### src/rtl/cmp_timer_pkg.sv
package cmp_timer_pkg;
  localparam int DATA_W = 32;
  localparam int ADDR_W = 4;
  localparam int NCMP   = 3;
  localparam int ST_W   = 6;

  localparam logic [ADDR_W-1:0] A_CTRL = 4'd0;
  localparam logic [ADDR_W-1:0] A_DIV  = 4'd1;
  localparam logic [ADDR_W-1:0] A_STAT = 4'd2;
  localparam logic [ADDR_W-1:0] A_IEN  = 4'd3;
  localparam logic [ADDR_W-1:0] A_CMP1 = 4'd4;
  localparam logic [ADDR_W-1:0] A_CMP2 = 4'd5;
  localparam logic [ADDR_W-1:0] A_CMP3 = 4'd6;
  localparam logic [ADDR_W-1:0] A_CAP1 = 4'd7;
  localparam logic [ADDR_W-1:0] A_CAP2 = 4'd8;
  localparam logic [ADDR_W-1:0] A_CNT  = 4'd9;

  localparam int B_RUN    = 0;
  localparam int B_ZSTART = 1;
  localparam int B_SEL_LO = 6;
  localparam int B_FREE   = 9;
  localparam int B_SWRST  = 15;
  localparam int SEL_W    = 3;

  // stored control bits, and those surviving a software reset
  localparam logic [DATA_W-1:0] CTRL_STORE = 32'hFFFF_03EB;
  localparam logic [DATA_W-1:0] CTRL_KEEP  = 32'h0000_01EB;

  localparam int ST_ROLL = 5;
endpackage

### src/rtl/cmp_timer_tick.sv
module cmp_timer_tick #(
  parameter int NSRC  = 7,
  parameter int SEL_W = 3,
  parameter int DIV_W = 12
) (
  input  logic             clk,
  input  logic             rst,
  input  logic             clear,
  input  logic             run,
  input  logic [SEL_W-1:0] sel,
  input  logic [DIV_W-1:0] div,
  input  logic [NSRC-1:0]  src_tick,
  output logic             tick
);
  logic             picked;
  logic             adv;
  logic [DIV_W-1:0] phase_q;

  always_comb begin
    picked = 1'b0;
    for (int i = 1; i <= NSRC; i++) begin
      if (sel == SEL_W'(i)) picked = src_tick[i-1];
    end
  end

  assign adv  = run && picked;
  assign tick = adv && (phase_q >= div);

  always_ff @(posedge clk) begin
    if (rst || clear) begin
      phase_q <= '0;
    end else if (adv) begin
      phase_q <= (phase_q >= div) ? '0 : phase_q + 1'b1;
    end
  end
endmodule

### src/rtl/cmp_timer_count.sv
module cmp_timer_count #(
  parameter int CNT_W = 32,
  parameter int NCMP  = 3
) (
  input  logic                       clk,
  input  logic                       rst,
  input  logic                       clear,
  input  logic                       tick,
  input  logic                       free_run,
  input  logic [NCMP-1:0][CNT_W-1:0] cmp,
  output logic [CNT_W-1:0]           cnt,
  output logic [NCMP-1:0]            cmp_hit,
  output logic                       wrap
);
  logic             step;
  logic             restart_hit;
  logic [CNT_W-1:0] nxt;

  assign step        = tick && !clear;
  assign restart_hit = !free_run && (cnt == cmp[0]);
  assign nxt         = restart_hit ? '0 : cnt + 1'b1;
  assign wrap        = step && (&cnt);

  for (genvar g = 0; g < NCMP; g++) begin : g_hit
    assign cmp_hit[g] = step && (nxt == cmp[g]);
  end

  always_ff @(posedge clk) begin
    if (rst || clear) begin
      cnt <= '0;
    end else if (step) begin
      cnt <= nxt;
    end
  end
endmodule

### src/rtl/cmp_timer_status.sv
module cmp_timer_status #(
  parameter int ST_W = 6
) (
  input  logic            clk,
  input  logic            rst,
  input  logic            clear,
  input  logic            wr,
  input  logic [ST_W-1:0] wmask,
  input  logic [ST_W-1:0] set,
  input  logic [ST_W-1:0] ien_nxt,
  input  logic            run_nxt,
  output logic [ST_W-1:0] stat,
  output logic            irq
);
  logic [ST_W-1:0] stat_nxt;

  always_comb begin
    stat_nxt = stat;
    if (wr) stat_nxt = stat_nxt & ~wmask;
    stat_nxt = stat_nxt | set;
    if (clear) stat_nxt = '0;
  end

  always_ff @(posedge clk) begin
    if (rst) begin
      stat <= '0;
      irq  <= 1'b0;
    end else begin
      stat <= stat_nxt;
      irq  <= (|(stat_nxt & ien_nxt)) && run_nxt;
    end
  end
endmodule

### src/rtl/cmp_timer.sv
module cmp_timer
  import cmp_timer_pkg::*;
#(
  parameter int CNT_W = 32,
  parameter int DIV_W = 12,
  parameter int NSRC  = 7
) (
  input  logic              clk,
  input  logic              rst,
  input  logic [ADDR_W-1:0] reg_addr,
  input  logic              reg_we,
  input  logic [DATA_W-1:0] reg_wdata,
  output logic [DATA_W-1:0] reg_rdata,
  input  logic [NSRC-1:0]   src_tick,
  output logic              irq
);
  localparam logic [CNT_W-1:0] CNT_MAX = {CNT_W{1'b1}};

  logic [DATA_W-1:0]          ctrl_q, ctrl_n;
  logic [DIV_W-1:0]           div_q, div_n;
  logic [ST_W-1:0]            ien_q, ien_n;
  logic [NCMP-1:0][CNT_W-1:0] cmp_q, cmp_n;

  logic             wr_ctrl, sw_rst, run_rise, cmp1_restart, cnt_clear;
  logic             tick_w, wrap_w;
  logic [CNT_W-1:0] cnt_w;
  logic [NCMP-1:0]  hit_w;
  logic [ST_W-1:0]  stat_w, stat_set;
  logic [DATA_W-1:0] rd_n;

  assign wr_ctrl      = reg_we && (reg_addr == A_CTRL);
  assign sw_rst       = wr_ctrl && reg_wdata[B_SWRST];
  assign run_rise     = wr_ctrl && !sw_rst && reg_wdata[B_RUN] &&
                        !ctrl_q[B_RUN] && reg_wdata[B_ZSTART];
  assign cmp1_restart = reg_we && (reg_addr == A_CMP1) && !ctrl_q[B_FREE];
  assign cnt_clear    = sw_rst || run_rise || cmp1_restart;

  always_comb begin
    ctrl_n = ctrl_q;
    div_n  = div_q;
    ien_n  = ien_q;
    cmp_n  = cmp_q;
    if (sw_rst) begin
      ctrl_n = reg_wdata & CTRL_KEEP;
      div_n  = '0;
      ien_n  = '0;
      for (int i = 0; i < NCMP; i++) cmp_n[i] = CNT_MAX;
    end else if (reg_we) begin
      case (reg_addr)
        A_CTRL:  ctrl_n = reg_wdata & CTRL_STORE;
        A_DIV:   div_n  = reg_wdata[DIV_W-1:0];
        A_IEN:   ien_n  = reg_wdata[ST_W-1:0];
        A_CMP1:  cmp_n[0] = reg_wdata[CNT_W-1:0];
        A_CMP2:  cmp_n[1] = reg_wdata[CNT_W-1:0];
        A_CMP3:  cmp_n[2] = reg_wdata[CNT_W-1:0];
        default: ;
      endcase
    end
  end

  always_ff @(posedge clk) begin
    if (rst) begin
      ctrl_q <= '0;
      div_q  <= '0;
      ien_q  <= '0;
      for (int i = 0; i < NCMP; i++) cmp_q[i] <= CNT_MAX;
    end else begin
      ctrl_q <= ctrl_n;
      div_q  <= div_n;
      ien_q  <= ien_n;
      cmp_q  <= cmp_n;
    end
  end

  cmp_timer_tick #(.NSRC(NSRC), .SEL_W(SEL_W), .DIV_W(DIV_W)) u_tick (
    .clk      (clk),
    .rst      (rst),
    .clear    (cnt_clear),
    .run      (ctrl_q[B_RUN]),
    .sel      (ctrl_q[B_SEL_LO +: SEL_W]),
    .div      (div_q),
    .src_tick (src_tick),
    .tick     (tick_w)
  );

  cmp_timer_count #(.CNT_W(CNT_W), .NCMP(NCMP)) u_count (
    .clk      (clk),
    .rst      (rst),
    .clear    (cnt_clear),
    .tick     (tick_w),
    .free_run (ctrl_q[B_FREE]),
    .cmp      (cmp_q),
    .cnt      (cnt_w),
    .cmp_hit  (hit_w),
    .wrap     (wrap_w)
  );

  always_comb begin
    stat_set = '0;
    stat_set[NCMP-1:0] = hit_w;
    stat_set[ST_ROLL]  = wrap_w;
  end

  cmp_timer_status #(.ST_W(ST_W)) u_stat (
    .clk     (clk),
    .rst     (rst),
    .clear   (sw_rst),
    .wr      (reg_we && (reg_addr == A_STAT)),
    .wmask   (reg_wdata[ST_W-1:0]),
    .set     (stat_set),
    .ien_nxt (ien_n),
    .run_nxt (ctrl_n[B_RUN]),
    .stat    (stat_w),
    .irq     (irq)
  );

  always_comb begin
    case (reg_addr)
      A_CTRL:  rd_n = ctrl_q;
      A_DIV:   rd_n = DATA_W'(div_q);
      A_STAT:  rd_n = DATA_W'(stat_w);
      A_IEN:   rd_n = DATA_W'(ien_q);
      A_CMP1:  rd_n = DATA_W'(cmp_q[0]);
      A_CMP2:  rd_n = DATA_W'(cmp_q[1]);
      A_CMP3:  rd_n = DATA_W'(cmp_q[2]);
      A_CNT:   rd_n = DATA_W'(cnt_w);
      default: rd_n = '0;
    endcase
  end

  always_ff @(posedge clk) begin
    if (rst) reg_rdata <= '0;
    else     reg_rdata <= rd_n;
  end
endmodule

### config.mk
export PLATFORM = sky130hd
export DESIGN_NAME = cmp_timer
export DESIGN_NICKNAME = d
export VERILOG_FILES = /design/src/rtl/cmp_timer_pkg.sv /design/src/rtl/cmp_timer_tick.sv /design/src/rtl/cmp_timer_count.sv /design/src/rtl/cmp_timer_status.sv /design/src/rtl/cmp_timer.sv
export SDC_FILE = /design/constraint.sdc
export NUM_CORES = 1
export LEC_CHECK = 0
export ABC_AREA = 0
export BUFFER_PORTS_ARGS = -buffer_cell sky130_fd_sc_hd__buf_4
export CAP_MARGIN = 20
export CORE_MARGIN = 1.5
export CORE_UTILIZATION = 30
export DETAILED_ROUTE_END_ITERATION = 12
export HOLD_SLACK_MARGIN = 0.06
export PLACE_DENSITY_LB_ADDON = 0.08
export SLEW_MARGIN = 20
export SYNTH_ARGS = -nofsm -noshare
export SYNTH_HDL_FRONTEND = slang
export SYNTH_SLANG_ARGS = --single-unit
### constraint.sdc
create_clock -name clk -period 3.1 [get_ports clk]
set_clock_uncertainty 0.15 [all_clocks]
set_input_delay 0.155 -clock clk [delete_from_list [all_inputs] [get_ports clk]]
set_output_delay 0.155 -clock clk [all_outputs]
set_load 0.03 [all_outputs]
==> metrics.yaml <==
status: "finished, violations left"
violations: "setup timing"
dp_hpwl_um: 48000
post_drt_wl_per_cell_um: 25.8
root_buffer: "clkbuf_16"
path_buf_inv: 2
syn_avg_cell_area_um2: 7.75
synth_nets: 1598
netlist_area_um2: 11900
p_per_area_nw_per_um2: 401
antenna_found_initial: 2
cts.sinks: 221
critPathMostFrequentCell: "nand4_1"
utilization_pct: 44.4
finalWorstSetupSlack_ns: -0.251
die_area_um2: 40900
synth_edf_count: 0
io_pins: 79
totalWireLength_um: 63200
crit_slowest_cell: "or4_4"
dr.pass1.iters: 7
path_clk_slew_ns: 0.06
most-common-layout-cells: "buf_4 (406), nand2_1 (324), dfxtp_1 (209)"
finalWeightedCongestion: 0.958
num_rows: 72
htreeDepth: 1
slew_headroom_pct: 39.1
async_flop_share_pct: 0
ant_nets: 0
area_delta_synth_final_pct: 45.0
ys_seq_area_share_pct: 37.1
final_common_cell: "buf_4"
max_freq_mhz: 298
hp-class: "input port to flop"
synthFlopType: "dfxtp_1"
yosysTopAreaCell: "dfxtp_1"
fin_crit_ns: 3.35
power_mw: 6.93
start_util_pct: 30.6
hold_violations: 0
nets: 1971
grt_start_max_net_pins: 38
core-area_um2: 38900
synth_cells: 1538
num_vias: 13700
ys_types: 80
preCtsSetupSlack_ns: -0.612
tightest_slew_ns: 0.911
dieWidth_um: 202
grt_pass1_vias: 13000
path_cells: "buf_6, nand4_4, or4_4, or3_4, buf_4, nand3_1, nand4_1, nor4_2, nand4_1, nor4b_2, nand4_1, a41oi_2"
rsz0062_at_grt: "true"
max_stage_delay_ns: 0.62
p_leak_nw: 6.98
worst_ir_drop_vdd_v: 0.000416
tritoncts: "yes"
io_buffers: 78
worstSetupStartpointType: "flop"
ys_top_cells_by_area: "dfxtp_1 (37%), nand2_1 (10%), nand3_1 (5.1%), a21oi_1 (4.8%), a22oi_1 (4.2%)"
cts_buffers: 28
critPathMaxFanout: 8
clockBufferDepth: 3
grt_use_total_pct: 30.3
path_delay_family: "simple AND/OR/NAND/NOR gates"
final_layout_size_suffix_gt1_share_pct: 29.7
required_ns: 3.46
fin_crit_sh_pct: 108
critical_path_class: "flop to flop"
setup_viol: 4
grt_first_pass_wirelength_um: 91200
grt_remaining_overflow: 0
drv_slew: 0
ys_seq_elements: 221
end_kind: "flop"
cap_viol_max_count: 0
fp.dieH_um: 202
vias_per_cell: 5.60
arrival_ns: 3.71
first_iter_violations: 1582
yosys_warnings: 0
yosysTopAreaCellShare_pct: 37.1
drcViolationCount: 0
clk-insertion-delay-late_ns: 0.59
[area by class of cell]
class	instances	area (µm²)
antenna	1	2.50
clock buffer	39	792
sequential	221	4440
inverter	33	124
fill	4030	21600
timing repair buffer	458	3670
tap	518	648
clock inverter	11	171
multi-input combinational	1169	7420
[cell usage after synthesis, types with 6 or more instances]
library cell	instances
a21oi_1	115
a222oi_1	22
a22o_1	7
a22oi_1	67
a31oi_1	14
a41oi_1	6
and2_1	9
and3_1	10
and4_1	9
buf_2	11
buf_4	7
clkbuf_1	91
dfxtp_1	221
ha_1	14
inv_1	33
mux2i_1	11
nand2_1	327
nand3_1	121
nand3b_1	8
nand4_1	24
nor2_1	68
nor2b_1	6
nor3_1	28
nor4_1	30
nor4b_1	9
o211ai_1	12
o21ai_0	34
o22ai_1	15
o32ai_1	9
or2_2	8
or3_1	9
or4_1	8
xnor2_1	39
xor2_1	42
[registers in the layout, indices dropped and copies added (netlist names)]
| name | cells |
|---|---|
| ctrl_q | 24 |
| u_stat.stat | 6 |
| cmp_q | 96 |
| reg_rdata | 32 |
| u_count.cnt | 32 |
| ien_q | 6 |
| div_q | 12 |
| u_tick.phase_q | 12 |
| u_stat.irq | 1 |
[timing repair]
action | 4_1_cts | 5_1_grt
hold endpoints to repair | 143 | 0
gates cloned | 0 | 0
buffers inserted | 25 | 9
resized for setup | 64 | 34
pin swaps | 37 | 21
setup endpoints to repair | 16 | 22
hold buffers | 35 | 0
[metal layers]
layer	wire length [µm]	global-route usage (%)
met2	27300	45.4
met1	29200	44.8
met4	1320	5.93
met5	0	0
met3	5380	6.11
[worst min-delay path: cells and delay by family]
kind | cells | cell delay, ns
AND/OR/NAND/NOR | 1 | 0.06
AO/OA/AOI/OAI | 2 | 0.24
buffers and inverters | 2 | 0.34
[power by group]
| group | internal (mW) | switching (mW) | leakage [nW] |
|---|---|---|---|
| Combinational | 0.206 | 0.336 | 4.72 |
| Clock | 2.11 | 1.35 | 0.467 |
| Sequential | 2.89 | 0.0454 | 1.80 |
| Total | 5.20 | 1.73 | 6.98 |
[cells by family (layout without fill, tap and decap cells)]
| group | Yosys count | after routing | share of synthesized area [%] |
|---|---|---|---|
| AOI/OAI and AO/OA | 358 | 358 | 20.3 |
| xor gates and xnor gates | 84 | 84 | 6.52 |
| adders and majority gates | 14 | 14 | 1.47 |
| buffers and inverters | 148 | 541 | 5.07 |
| DFF | 221 | 221 | 37.1 |
| muxes | 14 | 14 | 1.30 |
| other | 0 | 1 | 0 |
| and+or+nand+nor | 699 | 699 | 28.2 |
[through the flow]
stage	hold slack, ns	cells	TNS [ns]	instance area [µm²]
after floorplan	0.129	1538	-0.201	12000
after global placement	0.242	2331	-3.59	15200
after detailed placement	0.247	2331	-3.41	15200
after CTS	0.0689	2440	-0.866	17000
after global routing	0.126	2449	-1.36	17300
final	0.117	2450	-0.812	17300
[worst paths after layout]
path	from	endpoint	slack (ns)	cells after the start
worst min-delay path	reg_addr[2]	reg_rdata[10]$_SDFF_PP0_	0.12	5
worst min register to register	ctrl_q[17]$_SDFFE_PP0N_	ctrl_q[17]$_SDFFE_PP0N_	0.31	2
worst max register to register	u_count.cnt[1]$_SDFFE_PP0P_	u_stat.irq$_SDFF_PP0_	-0.25	12
worst max-delay path	u_count.cnt[1]$_SDFFE_PP0P_	u_stat.irq$_SDFF_PP0_	-0.25	12
No activity file was read; power rests on OpenSTA's default activity.
